`src/rtl/burst_seq_pkg.sv`:
```
package burst_seq_pkg;
  typedef enum logic [1:0] {
    ST_IDLE  = 2'd0,
    ST_ARMED = 2'd1,
    ST_WAIT  = 2'd2,
    ST_RUN   = 2'd3
  } seq_state_t;
endpackage

```
`src/rtl/burst_seq_cfg.sv`:
```
// Captures the timing configuration while the sequencer is disabled.
module burst_seq_cfg #(
  parameter int CNT_W   = 16,
  parameter int BURST_W = 8
) (
  input  logic               clk,
  input  logic               rst,
  input  logic               enable,
  input  logic [CNT_W-1:0]   frame_len_i,
  input  logic [CNT_W-1:0]   delay_i,
  input  logic [BURST_W-1:0] burst_i,
  output logic [CNT_W-1:0]   frame_last_o,
  output logic [CNT_W-1:0]   delay_o,
  output logic [BURST_W-1:0] burst_o
);
  logic [CNT_W-1:0] last_d;

  // last counter value of a frame; a zero length behaves as one cycle
  always_comb begin
    if (frame_len_i == '0) last_d = '0;
    else                   last_d = frame_len_i - 1'b1;
  end

  always_ff @(posedge clk) begin
    if (rst) begin
      frame_last_o <= '0;
      delay_o      <= '0;
      burst_o      <= '0;
    end else if (!enable) begin
      frame_last_o <= last_d;
      delay_o      <= delay_i;
      burst_o      <= burst_i;
    end
  end
endmodule

```
`src/rtl/burst_seq_timer.sv`:
```
// Reference counter with clear and advance controls.
module burst_seq_timer #(
  parameter int CNT_W = 16
) (
  input  logic             clk,
  input  logic             rst,
  input  logic             clr,
  input  logic             inc,
  output logic [CNT_W-1:0] count_o,
  output logic [CNT_W-1:0] count_nxt_o
);
  always_comb begin
    if (clr)      count_nxt_o = '0;
    else if (inc) count_nxt_o = count_o + 1'b1;
    else          count_nxt_o = count_o;
  end

  always_ff @(posedge clk) begin
    if (rst) count_o <= '0;
    else     count_o <= count_nxt_o;
  end
endmodule

```
`src/rtl/burst_seq_fsm.sv`:
```
// Four-state sequencing, frame tally and registered status outputs.
module burst_seq_fsm
  import burst_seq_pkg::*;
#(
  parameter int CNT_W   = 16,
  parameter int BURST_W = 8
) (
  input  logic               clk,
  input  logic               rst,
  input  logic               enable,
  input  logic               sync_pulse,
  input  logic               sync_clear_mode,
  input  logic [CNT_W-1:0]   count_q,
  input  logic [CNT_W-1:0]   count_nxt,
  input  logic [CNT_W-1:0]   frame_last,
  input  logic [CNT_W-1:0]   delay,
  input  logic [BURST_W-1:0] burst,
  output logic               clr,
  output logic               inc,
  output seq_state_t         state_o,
  output logic               frame_end_o,
  output logic               running_o
);
  seq_state_t         st_q, st_d;
  logic [BURST_W-1:0] frames_q, frames_d;
  logic               done_q, done_d;
  logic               sync_clr, delay_end, frame_wrap, burst_hit;
  logic [CNT_W-1:0]   delay_last;
  logic [BURST_W-1:0] frames_inc;

  assign delay_last = delay - 1'b1;
  assign frames_inc = frames_q + 1'b1;
  assign sync_clr   = sync_clear_mode && sync_pulse &&
                      ((st_q == ST_WAIT) || (st_q == ST_RUN));
  assign delay_end  = (count_q == delay_last);
  assign frame_wrap = (count_q == frame_last);
  assign burst_hit  = (burst != '0) && (frames_inc == burst);

  always_comb begin
    st_d     = st_q;
    frames_d = frames_q;
    done_d   = done_q;
    clr      = 1'b0;
    inc      = 1'b0;
    if (!enable) begin
      st_d     = ST_IDLE;
      frames_d = '0;
      done_d   = 1'b0;
      clr      = 1'b1;
    end else begin
      unique case (st_q)
        ST_IDLE: begin
          clr = 1'b1;
          if (!done_q) st_d = ST_ARMED;
        end
        ST_ARMED: begin
          clr = 1'b1;
          if (sync_pulse) st_d = (delay == '0) ? ST_RUN : ST_WAIT;
        end
        ST_WAIT: begin
          if (sync_clr) begin
            clr = 1'b1;
          end else if (delay_end) begin
            clr  = 1'b1;
            st_d = ST_RUN;
          end else begin
            inc = 1'b1;
          end
        end
        ST_RUN: begin
          if (sync_clr) begin
            clr = 1'b1;
          end else if (frame_wrap) begin
            clr = 1'b1;
            if (burst_hit) begin
              st_d     = ST_IDLE;
              done_d   = 1'b1;
              frames_d = '0;
            end else begin
              frames_d = frames_inc;
            end
          end else begin
            inc = 1'b1;
          end
        end
        default: st_d = ST_IDLE;
      endcase
    end
  end

  always_ff @(posedge clk) begin
    if (rst) begin
      st_q        <= ST_IDLE;
      frames_q    <= '0;
      done_q      <= 1'b0;
      frame_end_o <= 1'b0;
      running_o   <= 1'b0;
    end else begin
      st_q        <= st_d;
      frames_q    <= frames_d;
      done_q      <= done_d;
      frame_end_o <= (st_d == ST_RUN) && (count_nxt == frame_last);
      running_o   <= (st_d == ST_RUN);
    end
  end

  assign state_o = st_q;
endmodule

```
`src/rtl/burst_seq.sv`:
```
module burst_seq
  import burst_seq_pkg::*;
#(
  parameter int CNT_W   = 16,
  parameter int BURST_W = 8
) (
  input  logic               clk,
  input  logic               rst,
  input  logic               enable,
  input  logic               sync_pulse,
  input  logic               sync_clear_mode,
  input  logic [CNT_W-1:0]   frame_len,
  input  logic [CNT_W-1:0]   start_delay,
  input  logic [BURST_W-1:0] burst_len,
  output logic [CNT_W-1:0]   ref_count,
  output logic [1:0]         seq_state,
  output logic               frame_end,
  output logic               running
);
  logic [CNT_W-1:0]   frame_last, delay_q, count_nxt;
  logic [BURST_W-1:0] burst_q;
  logic               clr, inc;
  seq_state_t         st;

  burst_seq_cfg #(.CNT_W(CNT_W), .BURST_W(BURST_W)) u_cfg (
    .clk(clk), .rst(rst), .enable(enable),
    .frame_len_i(frame_len), .delay_i(start_delay), .burst_i(burst_len),
    .frame_last_o(frame_last), .delay_o(delay_q), .burst_o(burst_q)
  );

  burst_seq_timer #(.CNT_W(CNT_W)) u_tmr (
    .clk(clk), .rst(rst), .clr(clr), .inc(inc),
    .count_o(ref_count), .count_nxt_o(count_nxt)
  );

  burst_seq_fsm #(.CNT_W(CNT_W), .BURST_W(BURST_W)) u_fsm (
    .clk(clk), .rst(rst), .enable(enable), .sync_pulse(sync_pulse),
    .sync_clear_mode(sync_clear_mode), .count_q(ref_count),
    .count_nxt(count_nxt), .frame_last(frame_last), .delay(delay_q),
    .burst(burst_q), .clr(clr), .inc(inc), .state_o(st),
    .frame_end_o(frame_end), .running_o(running)
  );

  assign seq_state = st;
endmodule

```
`config.mk`:
```
export PLATFORM = sky130hd
export DESIGN_NAME = burst_seq
export DESIGN_NICKNAME = d
export VERILOG_FILES = /design/src/rtl/burst_seq_pkg.sv /design/src/rtl/burst_seq_cfg.sv /design/src/rtl/burst_seq_timer.sv /design/src/rtl/burst_seq_fsm.sv /design/src/rtl/burst_seq.sv
export SDC_FILE = /design/constraint.sdc
export NUM_CORES = 1
export LEC_CHECK = 0
export CORE_MARGIN = 10
export CORE_UTILIZATION = 50
export DETAILED_ROUTE_END_ITERATION = 7
export PLACE_DENSITY_LB_ADDON = 0.15
export SETUP_SLACK_MARGIN = 0.02
export SYNTH_ARGS = -nofsm -noshare
export SYNTH_HDL_FRONTEND = slang
export SYNTH_SLANG_ARGS = --single-unit
```
`constraint.sdc`:
```
create_clock -name clk -period 3.45 [get_ports clk]
set_input_delay 1.035 -clock clk [delete_from_list [all_inputs] [get_ports clk]]
set_output_delay 1.035 -clock clk [all_outputs]
set_load 0.02 [all_outputs]
```
# == Yosys cells after proc, flatten, opt, wreduce, memory -nomap -nowiden ==
# Index checks and enable logic that the tools add are counted.
# totals
word_cells,62
reg_bits,69
output_inout_bits,20
# op_classes
n_addsub,4
bitwise,2
reduce_logical,13
eq_ne,8
n_mux,26
# ops
operator,n
$eq A16 B16 Y1,3
$mux W16,3
$logic_not A16 Y1,2
$sub A16 B1 Y16 const B,2
$add A16 B1 Y16 const B,1
$mux W2,8
$mux W1,11
$add A8 B1 Y8 const B,1
$eq A8 B8 Y1,1
$mux W8,1
$pmux W2 S4,1
$reduce_bool A8 Y1,1
$eq A2 B2 Y1 const B,3
$logic_and A1 B1 Y1,4
$reduce_and A4 Y1,1
$reduce_or A2 Y1,2
$pmux W1 S3,1
$reduce_and A3 Y1,1
$eq A2 B1 Y1 const B,1
$logic_not A2 Y1,1
$not A1 Y1,2
$pmux W1 S2,1
$logic_or A1 B1 Y1,1

# == Depth between registers and ports, before layout ==
# logic_depth
word_depth,10
ltp_mapped,13
depth_no_buf,10

# == By module ==
# Synthesis repeated with hierarchy kept, for this count alone.
# hier_totals
cells_unflattened,520
hier_area_um2,4367.9
# modules_own_cells
module,n_inst,seq_area_each_um2,area_each_um2,cells_per_inst
burst_seq_fsm,1,260.2,1863.0,241
burst_seq_cfg,1,800.8,1627.8,174
burst_seq_timer,1,320.3,877.1,105

# == Least setup slack after synthesis ==
# Ideal clock, no wire load.
# synth_path
kind,input -> register
start,in frame_len[10]
end,reg u_cfg.frame_last_o[10]
path_stages,6
t_required_ns,3.322
n_path_buf,1
path_slack_ns,0.228
arrival_ns,3.094
setup_ns,0.128
path_cell_list,or4_1 -> or3_1 -> or3_1 -> o31ai_1 -> clkbuf_1 -> o21ai_0
# synth_between
elab_chain_len,2
elab_cells_between_ends,3
# synth_lines
item,line,source
start: declaration,burst_seq.sv:12,"input logic [CNT_W-1:0] frame_len,"
$sub A16 B1 Y16 / $logic_not A16 Y1 (equally long branches),"burst_seq_cfg.sv:21, burst_seq_cfg.sv:20",
$mux W16 *,burst_seq_cfg.sv:20,if (frame_len_i == '0) last_d = '0;
end signal: assignment,burst_seq_cfg.sv:30,frame_last_o <= last_d;
end: declaration,burst_seq_cfg.sv:12,"output logic [CNT_W-1:0] frame_last_o,"
# Every way passes the cells marked *; elsewhere a longest branch is shown, timed or not.
# A chain may end at the register's enable or synchronous reset.

# == Final worst setup path ==
# layout_path
start,reg u_cfg.delay_o[1]
end,reg u_fsm.frame_end_o
# layout_between
elab_chain_len,10
elab_cells_between_ends,22
# layout_lines
item,line,source
start: declaration,burst_seq_cfg.sv:13,"output logic [CNT_W-1:0] delay_o,"
start signal: assignment,burst_seq_cfg.sv:31,delay_o <= delay_i;
$sub A16 B1 Y16,burst_seq_fsm.sv:31,assign delay_last = delay - 1'b1;
$eq A16 B16 Y1,burst_seq_fsm.sv:35,assign delay_end = (count_q == delay_last);
$mux W1,burst_seq_fsm.sv:63,end else if (delay_end) begin
$mux W1,burst_seq_fsm.sv:61,if (sync_clr) begin
$pmux W1 S2,burst_seq_fsm.sv:51,unique case (st_q)
$mux W1,burst_seq_fsm.sv:45,if (!enable) begin
$mux W16,burst_seq_timer.sv:14,else if (inc) count_nxt_o = count_o + 1'b1;
$mux W16,burst_seq_timer.sv:13,if (clr) count_nxt_o = '0;
$eq A16 B16 Y1,burst_seq_fsm.sv:102,frame_end_o <= (st_d == ST_RUN) && (count_nxt == frame_last);
$logic_and A1 B1 Y1 *,burst_seq_fsm.sv:102,
end signal: assignment,burst_seq_fsm.sv:102,
end: declaration,burst_seq_fsm.sv:21,"output logic frame_end_o,"
# Marked as above.

==> results.yml <==
clocking:
  cts_made_buffers: 9
  cts_setup_buffers: 0
  cts_tree: "yes"
  clk_latency_ps: 350
  cts_sinks: 69
  clk_pin_slew_ps: 70
  cts_resized: 0
  cts_max_path_buffers: 2
  cts_hold_buf: 0
  htree_num_levels: 3
  clock-root-buffer: "clkbuf_8"
critical_path:
  cp-end-kind: "flop"
  startpoint_type: "flop"
  path_max_fanout: 8
  critical_path_class: "reg2reg"
  cp_cell_sequence: "inv_1, ha_1, nor3b_2, buf_4, and4_1, or4b_2, nor4_1, and3_2, o31ai_2, a211o_1, nor4_2"
  cpPeakStageDelay_ps: 660
  crit_path_top_delay_cell: "or4b_2"
  worstPathRequired_ps: 3720
  critical_path.top_delay_family: "simple AND/OR/NAND/NOR gates"
  worstPathArrival_ps: 3390
  crit_buf_inv: 2
global_routing:
  grt_use_total_pct: 18.46
  grt_pass1_wl_um: 19900
  grt_overflow_total: 0
  grt_max_degree: 27
  grt_antenna_before_repair: 0
  grt_pass1_vias: 4071
floorplanning:
  core.rowCount: 34
  die_w_um: 114.1
  pin_count: 65
  die_area_mm2: 0.01302
  core_mm2: 0.008678
  start_util_pct: 51.01
  die_h_um: 114.1
logic_synthesis:
  synth_warnings: 0
  synth_area_mm2: 0.004427
  synthFlopType: "dfxtp_1"
  synth-async-reset-ratio_pct: 0
  syn_inst: 543
  synthesis.nets: 592
  synth_edf_count: 0
  synth_area_per_cell_um2: 8.152
  synth_cell_type_count: 61
  synth-seq-area-share_pct: 31.20
  ys_seq_elements: 69
power:
  p_leak_uw: 0.001903
  total_power_uw: 1824
  pwr_density_cell_mw_per_mm2: 340.3
  peakVddDrop_v: 0.0001876
placement:
  place_hpwl_um: 9278
  place.gp.congestion: 0.9250
  io_buffers: 64
cells_and_area:
  nFillCells: 805
  nets: 648
  final_cell_mix: "69 x nor2_1, 69 x dfxtp_1, 64 x clkdlybuf4s50_1"
  multiInputGateArea_mm2: 0.002841
  regArea_mm2: 0.001381
  final_util_pct: 61.76
  synthToLayoutAreaGrowth_pct: 21.09
  num_antenna_cells: 0
  layout-drive-gt1-share_pct: 7.143
timing:
  rsz0062_at_grt: "no"
  hold_viol_final: 0
  worst_pin_slew_ps: 649.6
  slew_headroom_pct: 56.33
  fin_crit_sh_pct: 90.55
  setup_viol_count_final: 0
  finalCriticalPeriod_ps: 3124
  slew_violations: 0
  finClkSkew_ps: 4.502
  fmax_mhz: 320.1
route:
  routed_via_density: 5.835
  vias: 4143
  dr.pass1.iters: 5
  drc_errors: 0
  first_iter_violations: 349
  routed_wl_um: 12090
  ant_nets: 0
  wl_per_cell_um: 17.02
job:
  cap_violations: 0
run_status:
  status: "finished clean"
min_path:
  hold_path_class: "reg2reg"
## synthesized netlist by cell type, types with 4 or more instances
library cell  instances  area (um^2)
nor2_1               69        259.0
inv_1                11        41.29
and4_1                7        61.31
o21ai_0              25        125.1
and2_1                4        25.02
dfxtp_1              69         1381
xnor2_1              58        508.0
nor2b_1               7        43.79
xor2_1               28        245.2
a211oi_1              9        67.56
ha_1                  4        50.05
nand4_1              18        112.6
nand2_1              39        146.4
nor3b_1               4        30.03
or3_1                 6        37.54
nor3_1               19        95.09
nand3_1              17        85.08
o21a_1                4        30.03
clkbuf_1             27        101.4
nand2b_1              5        31.28
a21oi_1              10        50.05
buf_2                 5        25.02
a31oi_1               4        25.02
mux2i_1              26        260.3
nor4_1               12        75.07
## stage by stage
stage	setup WS (ps)	setup TNS [ps]	cell area, um^2	hold slack (ps)	std cells
after floorplan	227.6	0	4427	440.4	543
after global placement	42.24	0	5179	449.9	696
after detailed placement	-16.90	-61.68	5179	470.0	696
after CTS	239.0	0	5359	486.5	710
after global routing	48.93	0	5360	504.0	710
final	326.2	0	5360	476.7	710
## worst paths after layout
check                                       from           endpoint  slack [ps]  cells past startpoint
worst max-delay path            u_cfg.delay_o[1]  u_fsm.frame_end_o         330                     11
worst min-delay path                u_fsm.done_q       u_fsm.done_q         480                      1
worst max register to register  u_cfg.delay_o[1]  u_fsm.frame_end_o         330                     11
worst min register to register      u_fsm.done_q       u_fsm.done_q         480                      1
## flip-flops by register name (all words and copies together) (netlist names)
register	flops
u_cfg.burst_o	8
u_fsm.running_o	1
u_fsm.frame_end_o	1
u_fsm.state_o	2
u_cfg.frame_last_o	16
u_cfg.delay_o	16
u_tmr.count_o	16
u_fsm.frames_q	8
u_fsm.done_q	1
## cell type report
| type | instances | area share (%) |
|---|---|---|
| clock buffer | 12 | 2.708 |
| clock inverter | 2 | 0.6536 |
| inverter | 11 | 0.7703 |
| multi-input combinational | 427 | 53.01 |
| sequential | 69 | 25.77 |
| tap | 108 | 2.521 |
| timing repair buffer | 81 | 14.57 |
## report_power, final
part	internal (uW)	switching, uW	total, uW	leakage [uW]
Sequential	826	49.6	876	0.000564
Combinational	165	142	307	0.00125
Clock	345	296	641	0.0000923
Total	1340	488	1820	0.00190
## cells by family (layout without fill, tap and decap cells)
logic type	Yosys count	after routing	share of synthesized area [%]
AOI/OAI and AO/OA	83	83	12.89
xor gates and xnor gates	87	87	17.52
adders and majority gates	4	4	1.131
buffers and inverters	47	106	4.635
DFF	69	69	31.20
muxes	26	26	5.879
and+or+nand+nor	227	227	26.74
## per-layer routing
metal	GRT usage, %	share of wire (%)
met1	22.93	45
met2	30.18	48
met3	5.346	5.4
met4	5.514	1.5
met5	0	0
(Power assumes the default switching activity.)
